## src/rtl/dsadd_pkg.sv

```systemverilog
package dsadd_pkg;

   // Number of digits in a word for a given select value, limited to the maximum.
   function automatic int unsigned dsadd_word_digits(int unsigned sel,
                                                     int unsigned min_d,
                                                     int unsigned max_d);
      int unsigned n;
      n = min_d + sel;
      return (n > max_d) ? max_d : n;
   endfunction

   // Width of the word length select input.
   function automatic int unsigned dsadd_sel_w(int unsigned dw,
                                               int unsigned min_w,
                                               int unsigned max_w);
      int unsigned n;
      n = max_w / dw - min_w / dw + 1;
      return (n > 1) ? $clog2(n) : 1;
   endfunction

   // Width of a digit index counter that can hold the maximum digit count.
   function automatic int unsigned dsadd_cnt_w(int unsigned dw, int unsigned max_w);
      return $clog2(max_w / dw + 1);
   endfunction

endpackage

```

## src/rtl/dsadd_full_adder.sv

```systemverilog
module dsadd_full_adder (
   input  logic x,
   input  logic y,
   input  logic ci,
   output logic s,
   output logic co
);
   assign s  = x ^ y ^ ci;
   assign co = (x & y) | (ci & (x ^ y));
endmodule

```

## src/rtl/dsadd_digit_adder.sv

```systemverilog
module dsadd_digit_adder #(
   parameter int unsigned DIGIT_W    = 8,
   parameter int unsigned ADDER_IMPL = 0   // 0: chain of full-adder cells, 1: vector add
) (
   input  logic [DIGIT_W-1:0] a,
   input  logic [DIGIT_W-1:0] b,
   input  logic               cin,
   output logic [DIGIT_W-1:0] sum,
   output logic               cout,
   output logic               c_msb   // carry into the top bit
);
   localparam int unsigned MSB = DIGIT_W - 1;

   if (ADDER_IMPL == 0) begin : g_ripple
      logic [DIGIT_W:0] c;
      assign c[0] = cin;
      for (genvar i = 0; i < DIGIT_W; i++) begin : g_bit
         dsadd_full_adder u_fa (
            .x  (a[i]),
            .y  (b[i]),
            .ci (c[i]),
            .s  (sum[i]),
            .co (c[i+1])
         );
      end
      assign cout  = c[DIGIT_W];
      assign c_msb = c[MSB];
   end else begin : g_vector
      logic [DIGIT_W:0] wide;
      assign wide  = {1'b0, a} + {1'b0, b} + {{DIGIT_W{1'b0}}, cin};
      assign sum   = wide[MSB:0];
      assign cout  = wide[DIGIT_W];
      assign c_msb = wide[MSB] ^ a[MSB] ^ b[MSB];
   end
endmodule

```

## src/rtl/dsadd_word_ctrl.sv

```systemverilog
module dsadd_word_ctrl #(
   parameter int unsigned SEL_W       = 2,
   parameter int unsigned CNT_W       = 3,
   parameter int unsigned MIN_DIGITS  = 2,
   parameter int unsigned MAX_DIGITS  = 4
) (
   input  logic             clk,
   input  logic             rst_n,
   input  logic             in_valid,
   input  logic             in_first,
   input  logic [SEL_W-1:0] len_sel,
   output logic             start,    // first digit of a new word
   output logic             accept,   // digit belongs to a word and is processed
   output logic             is_last   // accepted digit is the word's final one
);
   logic             busy_q;
   logic [CNT_W-1:0] idx_q;
   logic [CNT_W-1:0] len_q;
   logic [CNT_W-1:0] idx_cur;
   logic [CNT_W-1:0] len_cur;
   logic             cont;

   assign start   = in_valid & in_first;
   assign cont    = in_valid & ~in_first & busy_q;
   assign accept  = start | cont;
   assign idx_cur = start ? '0 : idx_q;
   assign len_cur = start
                  ? CNT_W'(dsadd_pkg::dsadd_word_digits(32'(len_sel), MIN_DIGITS, MAX_DIGITS))
                  : len_q;
   assign is_last = accept & (idx_cur == len_cur - 1'b1);

   always_ff @(posedge clk) begin
      if (!rst_n) begin
         busy_q <= 1'b0;
         idx_q  <= '0;
         len_q  <= '0;
      end else if (accept) begin
         busy_q <= ~is_last;
         idx_q  <= idx_cur + 1'b1;
         if (start) len_q <= len_cur;
      end
   end
endmodule

```

## src/rtl/digit_serial_adder.sv

```systemverilog
module digit_serial_adder #(
   parameter int unsigned DIGIT_W    = 8,
   parameter int unsigned MAX_WORD_W = 32,
   parameter int unsigned MIN_WORD_W = 16,
   parameter int unsigned ADDER_IMPL = 0,
   localparam int unsigned SEL_W     = dsadd_pkg::dsadd_sel_w(DIGIT_W, MIN_WORD_W, MAX_WORD_W)
) (
   input  logic               clk,
   input  logic               rst_n,
   input  logic               in_valid,
   input  logic               in_first,
   input  logic [SEL_W-1:0]   len_sel,
   input  logic [DIGIT_W-1:0] a_digit,
   input  logic [DIGIT_W-1:0] b_digit,
   output logic               out_valid,
   output logic [DIGIT_W-1:0] out_digit,
   output logic               out_last,
   output logic               out_ovf
);
   localparam int unsigned MAX_DIGITS = MAX_WORD_W / DIGIT_W;
   localparam int unsigned MIN_DIGITS = MIN_WORD_W / DIGIT_W;
   localparam int unsigned CNT_W      = dsadd_pkg::dsadd_cnt_w(DIGIT_W, MAX_WORD_W);

   // elaboration-time parameter checks
   if (!(DIGIT_W == 8 || DIGIT_W == 16)) begin : g_bad_digit
      $error("digit_serial_adder: DIGIT_W must be 8 or 16");
   end
   if (MAX_WORD_W > 32 || (MAX_WORD_W % DIGIT_W) != 0) begin : g_bad_max
      $error("digit_serial_adder: MAX_WORD_W must be a multiple of DIGIT_W, at most 32");
   end
   if (MIN_WORD_W == 0 || (MIN_WORD_W % DIGIT_W) != 0 || MIN_WORD_W > MAX_WORD_W) begin : g_bad_min
      $error("digit_serial_adder: MIN_WORD_W must be a nonzero multiple of DIGIT_W, not above MAX_WORD_W");
   end
   if (ADDER_IMPL > 1) begin : g_bad_impl
      $error("digit_serial_adder: ADDER_IMPL must be 0 or 1");
   end

   logic               start;
   logic               accept;
   logic               is_last;
   logic               carry_q;
   logic               cin;
   logic [DIGIT_W-1:0] sum;
   logic               cout;
   logic               c_msb;

   dsadd_word_ctrl #(
      .SEL_W      (SEL_W),
      .CNT_W      (CNT_W),
      .MIN_DIGITS (MIN_DIGITS),
      .MAX_DIGITS (MAX_DIGITS)
   ) u_ctrl (
      .clk      (clk),
      .rst_n    (rst_n),
      .in_valid (in_valid),
      .in_first (in_first),
      .len_sel  (len_sel),
      .start    (start),
      .accept   (accept),
      .is_last  (is_last)
   );

   // carry is forced to zero on a word's first digit
   assign cin = start ? 1'b0 : carry_q;

   dsadd_digit_adder #(
      .DIGIT_W    (DIGIT_W),
      .ADDER_IMPL (ADDER_IMPL)
   ) u_add (
      .a     (a_digit),
      .b     (b_digit),
      .cin   (cin),
      .sum   (sum),
      .cout  (cout),
      .c_msb (c_msb)
   );

   always_ff @(posedge clk) begin
      if (!rst_n) begin
         carry_q   <= 1'b0;
         out_valid <= 1'b0;
         out_digit <= '0;
         out_last  <= 1'b0;
         out_ovf   <= 1'b0;
      end else begin
         out_valid <= accept;
         out_last  <= is_last;
         out_ovf   <= is_last & (c_msb ^ cout);
         if (accept) begin
            carry_q   <= cout;
            out_digit <= sum;
         end
      end
   end
endmodule

```

## config.mk

```make
export PLATFORM = sky130hd
export DESIGN_NAME = digit_serial_adder
export DESIGN_NICKNAME = d
export VERILOG_FILES = /design/src/rtl/dsadd_pkg.sv /design/src/rtl/dsadd_full_adder.sv /design/src/rtl/dsadd_digit_adder.sv /design/src/rtl/dsadd_word_ctrl.sv /design/src/rtl/digit_serial_adder.sv
export SDC_FILE = /design/constraint.sdc
export NUM_CORES = 1
export LEC_CHECK = 0
export BUFFER_PORTS_ARGS = -buffer_cell sky130_fd_sc_hd__buf_2
export CAP_MARGIN = 10
export CORE_MARGIN = 2
export CORE_UTILIZATION = 43
export DETAILED_ROUTE_END_ITERATION = 10
export PLACE_DENSITY_LB_ADDON = 0.05
export SLEW_MARGIN = 10
export SYNTH_ARGS = -nofsm -noshare
export SYNTH_HDL_FRONTEND = slang
export SYNTH_SLANG_ARGS = --single-unit
```

## constraint.sdc

```tcl
create_clock -name clk -period 3.7 [get_ports clk]
set_clock_uncertainty 0.05 [all_clocks]
set_input_delay 0.185 -clock clk [delete_from_list [all_inputs] [get_ports clk]]
set_output_delay 0.185 -clock clk [all_outputs]
set_load 0.05 [all_outputs]
```

### After elaboration in Yosys (flattened, before gate mapping)

Cells that the tools add are included.

| storage, ports and cells | value |
|---|---|
| register bits after elaboration | 19 |
| logic and storage cells | 67 |

| operators by class | value |
|---|---|
| $add $sub $neg | 3 |
| order comparisons | 1 |
| equal/unequal tests | 1 |
| multiplexer cells | 4 |
| bitwise logic cells | 49 |
| reductions and logical operators | 1 |

Operators with widths:

| cell | number |
|---|---|
| $gt 32x3->1 const B | 1 |
| $and 1x1->1 | 21 |
| $xor 1x1->1 | 17 |
| $mux 3 | 3 |
| $or 1x1->1 | 9 |
| $add 2x2->3 const A | 1 |
| $add 3x1->3 const B | 1 |
| $eq 3x3->1 | 1 |
| $sub 3x1->3 const B | 1 |
| $not 1->1 | 2 |
| $reduce_and 2->1 | 1 |
| $mux 1 | 1 |

### Longest topological paths before layout

Gate-level depths: netlist (run 1).

| depth | value |
|---|---|
| depth in word-level cells | 20 |
| mapped depth | 12 |
| depth with buffers taken out | 12 |

### Hierarchy

Synthesis (run 1) repeated with hierarchy kept, for this count alone.

| second synthesis, totals | value |
|---|---|
| cell total of the unflattened synthesis | 92 |
| area total of the unflattened synthesis | 999.7 µm² |

By module, submodules not included:

| module | times used | cells an instance | area an instance (µm²) |
|---|---|---|---|
| digit_serial_adder | 1 | 37 | 436.7 |
| dsadd_word_ctrl | 1 | 47 | 402.9 |
| dsadd_full_adder | 8 | 1 | 20.0 |

### Least setup slack after synthesis (run 1)

Ideal clock, no wire load.

| path | value |
|---|---|
| path kind | in2reg |
| start point | input port in_valid |
| end point | register out_ovf |
| library setup time | 0.116 ns |
| data arrival time | 3.889 ns |
| path slack | -0.354 ns |
| cell stages on the path | 12 |
| path buffers | 0 |
| path through | nand2_1 and2_1 fa_1 fa_1 fa_1 fa_1 fa_1 fa_1 fa_1 fa_1 xor2_1 and3_1 |

| on the way | value |
|---|---|
| cells in the longest elaborated chain, start to end | 20 |

Ends and longest elaborated chain:

| what | line | text |
|---|---|---|
| start: declaration | digit_serial_adder.sv:10 | `input logic in_valid,` |
| $and 1x1->1 | dsadd_word_ctrl.sv:23 | `assign start = in_valid & in_first;` |
| $mux 1 | digit_serial_adder.sv:64 | `assign cin = start ? 1'b0 : carry_q;` |
| $and 1x1->1 | dsadd_full_adder.sv:9 | `assign co = (x & y) \| (ci & (x ^ y));` |
| $or 1x1->1 | dsadd_full_adder.sv:9 |  |
| $and 1x1->1 | dsadd_full_adder.sv:9 |  |
| $or 1x1->1 | dsadd_full_adder.sv:9 |  |
| $and 1x1->1 | dsadd_full_adder.sv:9 |  |
| $or 1x1->1 | dsadd_full_adder.sv:9 |  |
| [... 5 more ...] | -- |  |
| $or 1x1->1 | dsadd_full_adder.sv:9 |  |
| $and 1x1->1 | dsadd_full_adder.sv:9 |  |
| $or 1x1->1 | dsadd_full_adder.sv:9 |  |
| $and 1x1->1 | dsadd_full_adder.sv:9 |  |
| $or 1x1->1 | dsadd_full_adder.sv:9 |  |
| via cout | digit_serial_adder.sv:44 | `logic cout;` |
| $xor 1x1->1 | digit_serial_adder.sv:88 | `out_ovf <= is_last & (c_msb ^ cout);` |
| $and 1x1->1 | digit_serial_adder.sv:88 |  |
| end signal: assignment | digit_serial_adder.sv:88 |  |
| end: declaration | digit_serial_adder.sv:18 | `output logic out_ovf` |

The timed path passes the listed nets, and every way through them passes these cells.
A chain may end at the register's enable or synchronous reset.

### Worst setup path in the final report (run 1)

| path | value |
|---|---|
| start point | register carry_q |
| end point | register out_ovf |

| on the way | value |
|---|---|
| cells in the longest elaborated chain, start to end | 19 |

Ends and longest elaborated chain:

| what | line | text |
|---|---|---|
| start: declaration | digit_serial_adder.sv:41 | `logic carry_q;` |
| start signal: assignment | digit_serial_adder.sv:90 | `carry_q <= cout;` |
| $mux 1 | digit_serial_adder.sv:64 |  |
| $and 1x1->1 | dsadd_full_adder.sv:9 |  |
| $or 1x1->1 | dsadd_full_adder.sv:9 |  |
| $and 1x1->1 | dsadd_full_adder.sv:9 |  |
| $or 1x1->1 | dsadd_full_adder.sv:9 |  |
| $and 1x1->1 | dsadd_full_adder.sv:9 |  |
| $or 1x1->1 | dsadd_full_adder.sv:9 |  |
| $and 1x1->1 | dsadd_full_adder.sv:9 |  |
| [... 4 more ...] | -- |  |
| $or 1x1->1 | dsadd_full_adder.sv:9 |  |
| $and 1x1->1 | dsadd_full_adder.sv:9 |  |
| $or 1x1->1 | dsadd_full_adder.sv:9 |  |
| $and 1x1->1 | dsadd_full_adder.sv:9 |  |
| $or 1x1->1 | dsadd_full_adder.sv:9 |  |
| via cout | digit_serial_adder.sv:44 |  |
| $xor 1x1->1 | digit_serial_adder.sv:88 |  |
| $and 1x1->1 | digit_serial_adder.sv:88 |  |

The timed path passes the listed nets, and every way through them passes these cells.

==> key figures, run 1 <==
Run status
  • Status: complete, but fails checks
  • Failing checks: setup timing

Floorplan
  • Die Y-Extent: 50.84 um
  • Placeable Area: 2022 um2
  • Row cnt: 16
  • Initial Util: 46.66%
  • Chip width: 50.84 um
  • Top Ports: 33
  • Die ar.: 2585 um2

Global routing
  • M2 GR Usage: 27.85%
  • Vias in the first global route: 746
  • Gr usage total: 17.45%
  • Grt total ovfl: 0
  • Met1 Resource Use GR: 22.67%
  • Most crowded layer after global routing: met2
  • First-pass GRT wire length: 3312 um
  • Met3 Use GR: 6.433%
  • Initial antenna violation count: 0
  • Largest net degree at the start of global routing: 17

Layout
  • P&R area growth vs syn: 30.37%
  • Non-filler cells, final: 167
  • Share of layout cells above drive strength 1: 41.43%
  • N_diodes: 0
  • Nets@finish: 173

CTS
  • CTS Buffer Depth: 2
  • Htree depth: 1
  • CTS tree: yes
  • TritonCTS Buffers: 3
  • Worst skew pair latency: 300 ps
  • Clock sinks: 19
  • Clk slew on worst S/H paths: 100 ps
  • Root buffer cell: clkbuf_4
  • Post-CTS Setup Bufs: 0

Logic synthesis
  • Syn Area/Cell: 9.341 um2
  • Synth top area share: 40.32%
  • Leading post-synthesis cells by cell area: dfxtp_1 (40%), fa_1 (17%), nand2_1 (9.5%)
  • Yosys reg bits: 19
  • Post-Syn Area: 943.4 um2
  • Number of synthesized flops with an enable pin: 0
  • Synth Net Count: 133
  • Post-Synth Simple-Gate Area: 21.35%
  • Synth Flop Type: dfxtp_1
  • Synth Area in XOR/XNOR: 4.642%
  • Cell accounting for the most synthesized area: dfxtp_1
  • Fraction of the mapped netlist area in adder cells: 19.63%
  • Sequential fraction of the synthesis area: 40.32%
  • Syn Inst Count: 101
  • Main combinational cell family by area after synthesis: simple AND/OR/NAND/NOR gates
  • Synth async-reset ratio: 0%
  • Synth Area in Compound Gates: 12.47%
  • Post-synthesis mux area share: 0%
  • Distinct cells, synth: 24
  • Yosys warns: 0

Setup path
  • Worst Path Max Fanout: 2
  • Critical path's top delay family: adder cells
  • CP Data Arrival Time: 3880 ps
  • CP dominant cell by count: fa_2
  • Cell breakdown of the critical path: and2_4 -> fa_2 -> fa_2 -> fa_2 -> fa_2 -> fa_2 -> fa_2 -> fa_2 -> fa_2 -> xor2_1 -> and3_1
  • Crit path launch type: flop
  • Slowest stage delay, CP: 380 ps
  • CP Capture Type: flop
  • Reg2reg path depth: 11
  • Crit path required time: 3850 ps
  • Crit. Startpoint: carry_q
  • Reg-to-Reg End: out_ovf
  • Worst setup path class: flop to flop
  • Crit path max-delay cell type: fa_2
  • Critical R2R Launch: carry_q
  • R2r setup slk: -30 ps
  • WP buf/inv: 0

Timing
  • Max-slew violations: 0
  • Sum Neg Setup Slack: -33.17 ps
  • Post-layout min period: 3733 ps
  • Slew HR: 65.86%
  • Max Freq: 267.9 MHz
  • Slew at the pin closest to its max-slew limit: 511.5 ps
  • Final worst setup slack: -32.84 ps
  • Setup-failing EPs final: 2
  • Final Hold Viols: 0
  • Final period utilization: 100.9%
  • RSZ-0062 raised after global routing: yes

Drt
  • DR vias/cell: 4.826
  • Wire per inst: 11.14 um
  • Routed WL: 1860 um
  • Iter 0 DRT Violations: 12
  • Remaining routing DRC violations: 0
  • Pre-Repair DR Iteration Count: 4
  • Via count: 806
  • Post-route ant nets: 0

Power
  • Power per standard cell area: 365.2 nW/um2
  • Switching share of total power: 31.87%
  • Pint: 306.0 uW
  • Portion of total power attributed to the clock network: 23.7%
  • VDD IR-drop max: 0.0002697 V
  • Combinational Power Share: 26.6%
  • Part of the power in registers: 49.7%
  • Net Switching: 143.1 uW
  • Leak Pwr: 0.5367 nW

Placed design
  • Cell total after placement: 163
  • DP Wirelength: 1439 um
  • Port bufs: 32
  • Routability congestion estimate: 0.7646

Min path
  • Worst Hold Path Cells: 2
  • Hold Crit Class: input pin to flop
  • Worst Hold Launch: rst_n
  • Min-Delay Endpoint: out_last

Flow run
  • Max Cap Viol: 0
[per-layer routing]
| layer | routed length [um] | vias up |
|---|---|---|
| met5 | 0 | - |
| met4 | 14 | 0 |
| met3 | 105 | 2 |
| met2 | 858 | 22 |
| met1 | 881 | 368 |
| li1 | - | 414 |
[cells in the mapped netlist (2+ instances only)]
cell / n
and2_1: 3
ha_1: 2
xnor2_1: 4
nor2_1: 7
clkbuf_1: 3
dfxtp_1: 19
fa_1: 8
o21ai_0: 3
a21oi_1: 13
nand2_1: 24
and2_2: 2
[power groups by stage]
| stage | logic (mW) | clock network (mW) | registers [mW] |
|---|---|---|---|
| 4_1_cts | 0.120 | 0.111 | 0.223 |
| 3_3_place_gp | 0.117 | 0 | 0.227 |
| 5_1_grt | 0.134 | 0.123 | 0.225 |
| 3_5_place_dp | 0.119 | 0 | 0.227 |
| 2_1_floorplan | 0.0508 | 0 | 0.255 |
| 6_report | 0.119 | 0.107 | 0.223 |
[worst max-delay path by stage]
stage | end | slack (ps) | cells past startpoint
CTS | out_ovf | -50 | 11
detailed placement | out_ovf | -170 | 13
floorplan | out_ovf | -20 | 12
finish | out_ovf | -30 | 11
global route | out_ovf | -130 | 11
global placement | out_ovf | -120 | 13
[what timing repair did]
| action | CTS | global route |
|---|---|---|
| hold buffers | 0 | 0 |
| endpoints found under the hold margin | 0 | 0 |
| pin swaps | 2 | 2 |
| setup endpoints to repair | 3 | 3 |
| resized for setup | 3 | 2 |
[worst register-to-register path, cell delays in order, from the launching register on]
cell and delay [ps]:
dfxtp_2 330, and2_4 130, fa_2 330, fa_2 340
fa_2 340, fa_2 350, fa_2 350, fa_2 350
fa_2 380, fa_2 360, xor2_1 160, and3_1 170
[state kept, by name, indices dropped and copies added, names as in the netlist]
name and count:
out_digit 8, u_ctrl.idx_q 3, u_ctrl.len_q 3, carry_q 1, out_last 1, out_ovf 1, out_valid 1, u_ctrl.busy_q 1
[cells in the final DEF, fill, tap and decap left out, types with 2 or more instances in the layout]
master    count
fa_2          8
buf_2        32
ha_1          2
a21oi_1      12
nor2_1        7
and2_1        2
and2_2        2
xnor2_1       4
clkbuf_4      3
nand2_2       2
dfxtp_1      18
buf_4         6
nand2_1      22
o21ai_0       3
[final cells by class]
type,instances,area (um2)
fill,193,792.0
multi-input combinational,78,579.3
sequential,19,381.6
timing repair buffer,38,205.2
tap,27,33.78
clock buffer,4,26.28
inverter,1,3.754
[cells by family (layout without fill, tap and decap cells)]
| family | count (synthesis) | in the layout |
|---|---|---|
| compound gates | 20 | 20 |
| xor+xnor | 5 | 5 |
| fa+ha+maj | 10 | 10 |
| buf+inv | 4 | 43 |
| flops | 19 | 19 |
| simple gates | 43 | 43 |
[through the flow]
step	setup WS (ps)	instance area (um2)	utilization (%)	power [mW]	hold WS, ps
finish	-32.84	1230	60.83	0.4492	86.19
global placement	-123.4	1191	58.91	0.3448	389.5
CTS	-48.11	1224	60.52	0.4547	80.12
global route	-129.4	1230	60.83	0.4823	70.65
floorplan	-20.97	963.4	-	0.3055	270.7
detailed placement	-172.9	1191	58.91	0.3468	395.0
(Power assumes the default switching activity.)
==> inputs of run 2 (changes only) <==
CORE_UTILIZATION = 46   (was 43)
CTS_BUF_LIST = sky130_fd_sc_hd__clkbuf_8   (was unset)
SLEW_MARGIN = 15   (was 10)
==> run 2 against run 1 <==
Die area is 6.0% lower; cell area rose by 1.5%; the run still ends with setup timing left; sequential share of layout area down 0.47 points; critical path type unchanged; worst setup slack got worse by 17 ps; first-iteration DRC count shrank 42%; maximum frequency is 0.45% lower.
==> key figures, run 2 (synthesized netlist as in run 1, its figures left out) <==
CTS
  • TritonCTS Buffers: 3
  • Root buffer cell: clkbuf_8
  • Clk slew on worst S/H paths: 70 ps
  • Cts hold-fix bufs: 0
  • Clock sinks: 19
  • Htree depth: 1
  • CTS Buffer Depth: 2
  • Worst skew pair latency: 260 ps
  • CTS tree: yes

Floorplan
  • Row cnt: 16
  • Top Ports: 33
  • Die ar.: 2429 um2
  • Die Y-Extent: 49.29 um
  • Chip width: 49.29 um
  • Placeable Area: 1942 um2
  • Initial Util: 48.58%

Setup path
  • Worst setup path class: flop to flop
  • Reg2reg path depth: 11
  • Crit path max-delay cell type: fa_2
  • Worst Path Max Fanout: 2
  • CP Data Arrival Time: 3890 ps
  • Crit path required time: 3840 ps
  • Slowest stage delay, CP: 540 ps
  • Crit path launch type: flop
  • Critical Path Stages: 11
  • CP dominant cell by count: fa_2
  • Critical path's top delay family: adder cells
  • Cell breakdown of the critical path: and2_4 -> fa_2 -> fa_2 -> fa_2 -> fa_2 -> fa_2 -> fa_2 -> fa_2 -> fa_2 -> nand2_2 -> a21oi_2
  • CP Capture Type: flop
  • WP buf/inv: 0

Drt
  • Pre-Repair DR Iteration Count: 4
  • Wire per inst: 11.68 um
  • Iter 0 DRT Violations: 7
  • Post-route ant nets: 0
  • Remaining routing DRC violations: 0
  • Via count: 806
  • DR vias/cell: 4.826
  • Routed WL: 1951 um

Global routing
  • Vias in the first global route: 775
  • Initial antenna violation count: 0
  • Largest net degree at the start of global routing: 17
  • Gr usage total: 18.45%
  • First-pass GRT wire length: 3381 um
  • Most crowded layer after global routing: met2
  • M2 GR Usage: 28.38%
  • Met1 Resource Use GR: 24.02%
  • Met3 Use GR: 3.067%
  • Grt total ovfl: 0

Power
  • VDD IR-drop max: 0.0002550 V
  • Power per standard cell area: 388.5 nW/um2
  • Leak Pwr: 0.5491 nW

Timing
  • Slew at the pin closest to its max-slew limit: 529.7 ps
  • RSZ-0062 raised after global routing: yes
  • Max-slew violations: 0
  • Setup-failing EPs final: 2
  • Final Hold Viols: 0
  • Max Freq: 266.7 MHz
  • Final period utilization: 101.3%
  • Post-layout min period: 3750 ps
  • Final worst setup slack: -49.80 ps
  • Slew HR: 64.65%

Layout
  • Largest Register: out_digit
  • P&R area growth vs syn: 32.36%
  • Top Registers: out_digit: 8 flops, u_ctrl.idx_q: 3 flops, u_ctrl.len_q: 3 flops
  • Most common cell after layout, fill and taps aside: buf_2
  • Non-filler cells, final: 167
  • Commonest non-fill, non-tap cells in the layout: buf_2 (32), nand2_1 (22), dfxtp_1 (18), a21oi_1 (12), fa_2 (8)
  • N_diodes: 0
  • Nets@finish: 173
  • Filler Cells Inserted: 185
  • Share of layout cells above drive strength 1: 41.43%
  • Final Util: 64.30%
  • Max reg flops: 8

Placed design
  • Cell total after placement: 162
  • Port bufs: 32
  • Routability congestion estimate: 0.7361
  • DP Wirelength: 1528 um

Min path
  • Worst Hold Path Cells: 2
  • Hold Crit Class: input pin to flop

Run status
  • Failing checks: setup timing
  • Status: complete, but fails checks

Flow run
  • Max Cap Viol: 0
## run 2: power by group
group          total, mW  internal, mW  leakage, nW  switching [mW]
registers          0.223         0.217        0.156         0.00626
logic              0.122        0.0480        0.366          0.0741
clock network      0.140        0.0738       0.0269          0.0659
## run 2: worst paths after layout
kind	startpoint	endpoint	slack, ps
max	carry_q	out_digit[7]	-50
min	rst_n	out_last	140
max reg2reg	carry_q	out_digit[7]	-50
min reg2reg	out_digit[5]	out_digit[5]	400
## run 2: layout make-up
| type | count | area (um2) | area share, % |
|---|---|---|---|
| Clock buffer | 3 | 41.29 | 3.307 |
| Clock inverter | 1 | 3.754 | 0.3006 |
| Inverter | 1 | 3.754 | 0.3006 |
| Multi-Input combinational cell | 78 | 579.3 | 46.39 |
| Sequential cell | 19 | 381.6 | 30.56 |
| Tap cell | 27 | 33.78 | 2.705 |
| Timing Repair Buffer | 38 | 205.2 | 16.43 |
## run 2: worst register-to-register path: cells and delay by family (launching register included)
family | cells | cell delay [ps]
fa+ha+maj | 8 | 3010
flops | 1 | 320
compound gates | 1 | 120
simple gates | 2 | 180
## run 2: per-stage QoR
step / instance area [um2] / setup WS [ps] / setup TNS, ps / hold slack (ps) / power [mW]
global placement: 1184 / -138.5 / -257.7 / 389.6 / 0.3446
CTS: 1234 / -70.48 / -137.9 / 133.4 / 0.4914
detailed placement: 1184 / -178.6 / -369.6 / 395.7 / 0.3475
floorplan: 963.4 / -20.97 / -20.97 / 270.7 / 0.3055
finish: 1249 / -49.80 / -93.76 / 141.4 / 0.4852
global route: 1249 / -178.2 / -337.5 / 148.1 / 0.5150
## run 2: timing repair
action,CTS,global route
pin swaps,2,1
gates cloned,0,0
resized for setup,2,3
setup buffers,0,1
endpoints found under the hold margin,0,0
endpoints found under the setup margin,2,3
## run 2: routing by layer
| layer | wire, um | part of all wire, % |
|---|---|---|
| met5 | 0 | 0 |
| met1 | 872 | 45 |
| met3 | 102 | 5.2 |
| met4 | 51 | 2.6 |
| met2 | 924 | 47 |
==> inputs of run 3 (changes only) <==
CORE_ASPECT_RATIO = 0.8   (was unset)
==> run 3 against run 2 <==
The flow still finishes with violations (setup timing); first-iteration DRC count decreased by 29%; global-route usage grew 2.1 points; sequential cell count unchanged; sequential power about the same; sequential share of layout area grew 0.25 points; combinational power is essentially flat; cell area shrank 0.80%; non-clock buffer count stayed put; maximum frequency fell by 0.33%; wire length is 4.8% higher; critical path type unchanged; clock-buffer cell count stayed put.
==> key figures, run 3 (synthesized netlist as in run 1, its figures left out) <==
Setup path
  • WP buf/inv: 0
  • R2r setup slk: -60 ps
  • Crit path launch type: flop
  • Crit path max-delay cell type: fa_2
  • Reg2reg path depth: 11
  • Crit path required time: 3810 ps
  • Critical R2R Launch: carry_q
  • CP dominant cell by count: fa_2
  • Worst Path Max Fanout: 2
  • Reg-to-Reg End: out_ovf
  • Worst setup path class: flop to flop
  • CP Data Arrival Time: 3870 ps
  • CP Capture Type: flop
  • Slowest stage delay, CP: 380 ps
  • Cell breakdown of the critical path: and2_4 -> fa_2 -> fa_2 -> fa_2 -> fa_2 -> fa_2 -> fa_2 -> fa_2 -> fa_2 -> xor2_1 -> and3_1
  • Critical path's top delay family: adder cells

Floorplan
  • Die ar.: 2431 um2
  • Initial Util: 49.41%
  • Die Y-Extent: 44.51 um
  • Top Ports: 33
  • Placeable Area: 1909 um2
  • Chip width: 54.63 um
  • Row cnt: 14

Global routing
  • Largest net degree at the start of global routing: 17
  • Grt total ovfl: 0
  • First-pass GRT wire length: 3456 um
  • Initial antenna violation count: 0
  • Vias in the first global route: 808
  • Gr usage total: 20.56%

Timing
  • Final period utilization: 101.7%
  • Setup-failing EPs final: 3
  • Sum Neg Setup Slack: -93.27 ps
  • Max-slew violations: 0
  • Slew at the pin closest to its max-slew limit: 537.0 ps
  • Final worst setup slack: -62.32 ps
  • Post-layout min period: 3762 ps
  • Slew HR: 64.16%
  • RSZ-0062 raised after global routing: yes
  • Max Freq: 265.8 MHz
  • Final Hold Viols: 0

CTS
  • Cts hold-fix bufs: 0
  • TritonCTS Buffers: 3
  • Clk slew on worst S/H paths: 70 ps
  • Post-CTS Setup Bufs: 0
  • Clock sinks: 19
  • Htree depth: 1
  • Root buffer cell: clkbuf_8
  • CTS Buffer Depth: 2
  • CTS tree: yes
  • Worst skew pair latency: 260 ps

Layout
  • N_diodes: 0
  • Max reg flops: 8
  • Share of layout cells above drive strength 1: 40.00%
  • Top Registers: out_digit: 8 flops, u_ctrl.idx_q: 3 flops, u_ctrl.len_q: 3 flops
  • Commonest non-fill, non-tap cells in the layout: buf_2 (32), nand2_1 (23), dfxtp_1 (18), a21oi_1 (13), fa_2 (8)
  • Nets@finish: 173
  • Post-route cell area: 1239 um2
  • Non-filler cells, final: 164
  • P&R area growth vs syn: 31.30%
  • Largest Register: out_digit
  • Most common cell after layout, fill and taps aside: buf_2

Min path
  • Worst Hold Path Cells: 2
  • Worst Hold Launch: rst_n
  • Hold Crit Class: input pin to flop
  • Min-Delay Endpoint: out_last

Flow run
  • Max Cap Viol: 0

Power
  • Leak Pwr: 0.5481 nW
  • VDD IR-drop max: 0.0002810 V
  • Power per standard cell area: 394.0 nW/um2

Placed design
  • Dpl cell area: 1187 um2
  • DP Wirelength: 1583 um
  • Cell total after placement: 160
  • Port bufs: 32
  • Routability congestion estimate: 0.8793

Run status
  • Failing checks: setup timing
  • Status: complete, but fails checks

Drt
  • DR vias/cell: 5.098
  • Post-route ant nets: 0
  • Remaining routing DRC violations: 0
  • Routed WL: 2045 um
  • Iter 0 DRT Violations: 5
  • Pre-Repair DR Iteration Count: 4
  • Wire per inst: 12.47 um
  • Via count: 836
[run 3: per-layer routing]
metal / GRT usage [%] / wire length [um] / vias up
li1: - / - / 412
met1: 25.48 / 915 / 401
met3: 7.095 / 100 / 4
met5: 0 / 0 / -
met2: 32.62 / 993 / 19
met4: 8.000 / 35 / 0
[run 3: worst max-delay path by stage]
stage	startpoint	end	slack, ps	cells past startpoint
detailed placement	in_valid	out_ovf	-200	13
CTS	carry_q	out_ovf	-80	11
global placement	in_valid	out_ovf	-120	13
finish	carry_q	out_ovf	-60	11
global route	carry_q	out_ovf	-180	11
floorplan	in_valid	out_ovf	-20	12
[run 3: metrics by stage]
stage	util [%]	setup WS (ps)	hold WS, ps	power (mW)
6_report	64.88	-62.32	132.6	0.4880
5_1_grt	64.88	-182.1	133.8	0.5139
4_1_cts	64.88	-75.58	126.6	0.4928
3_5_place_dp	62.19	-201.0	394.5	0.3490
3_3_place_gp	62.19	-120.0	387.5	0.3450
2_1_floorplan	-	-20.97	270.7	0.3055
[run 3: timing repair]
item | CTS | global route
hold endpoints to repair | 0 | 0
endpoints found under the setup margin | 3 | 3
pin swaps | 0 | 2
resized for setup | 3 | 0
[run 3: cell type report]
type	instances	area (um2)
Clock buffer	3	41.29
Timing Repair Buffer	38	205.2
Fill cell	184	670.6
Tap cell	24	30.03
Multi-Input combinational cell	78	573.1
Inverter	1	3.754
Sequential cell	19	381.6
Clock inverter	1	3.754
[run 3: power by group]
group | leakage [nW] | total [mW] | switching (mW) | internal, mW
clock network | 0.0269 | 0.144 | 0.0698 | 0.0739
logic | 0.365 | 0.121 | 0.0736 | 0.0474
registers | 0.156 | 0.223 | 0.00638 | 0.217
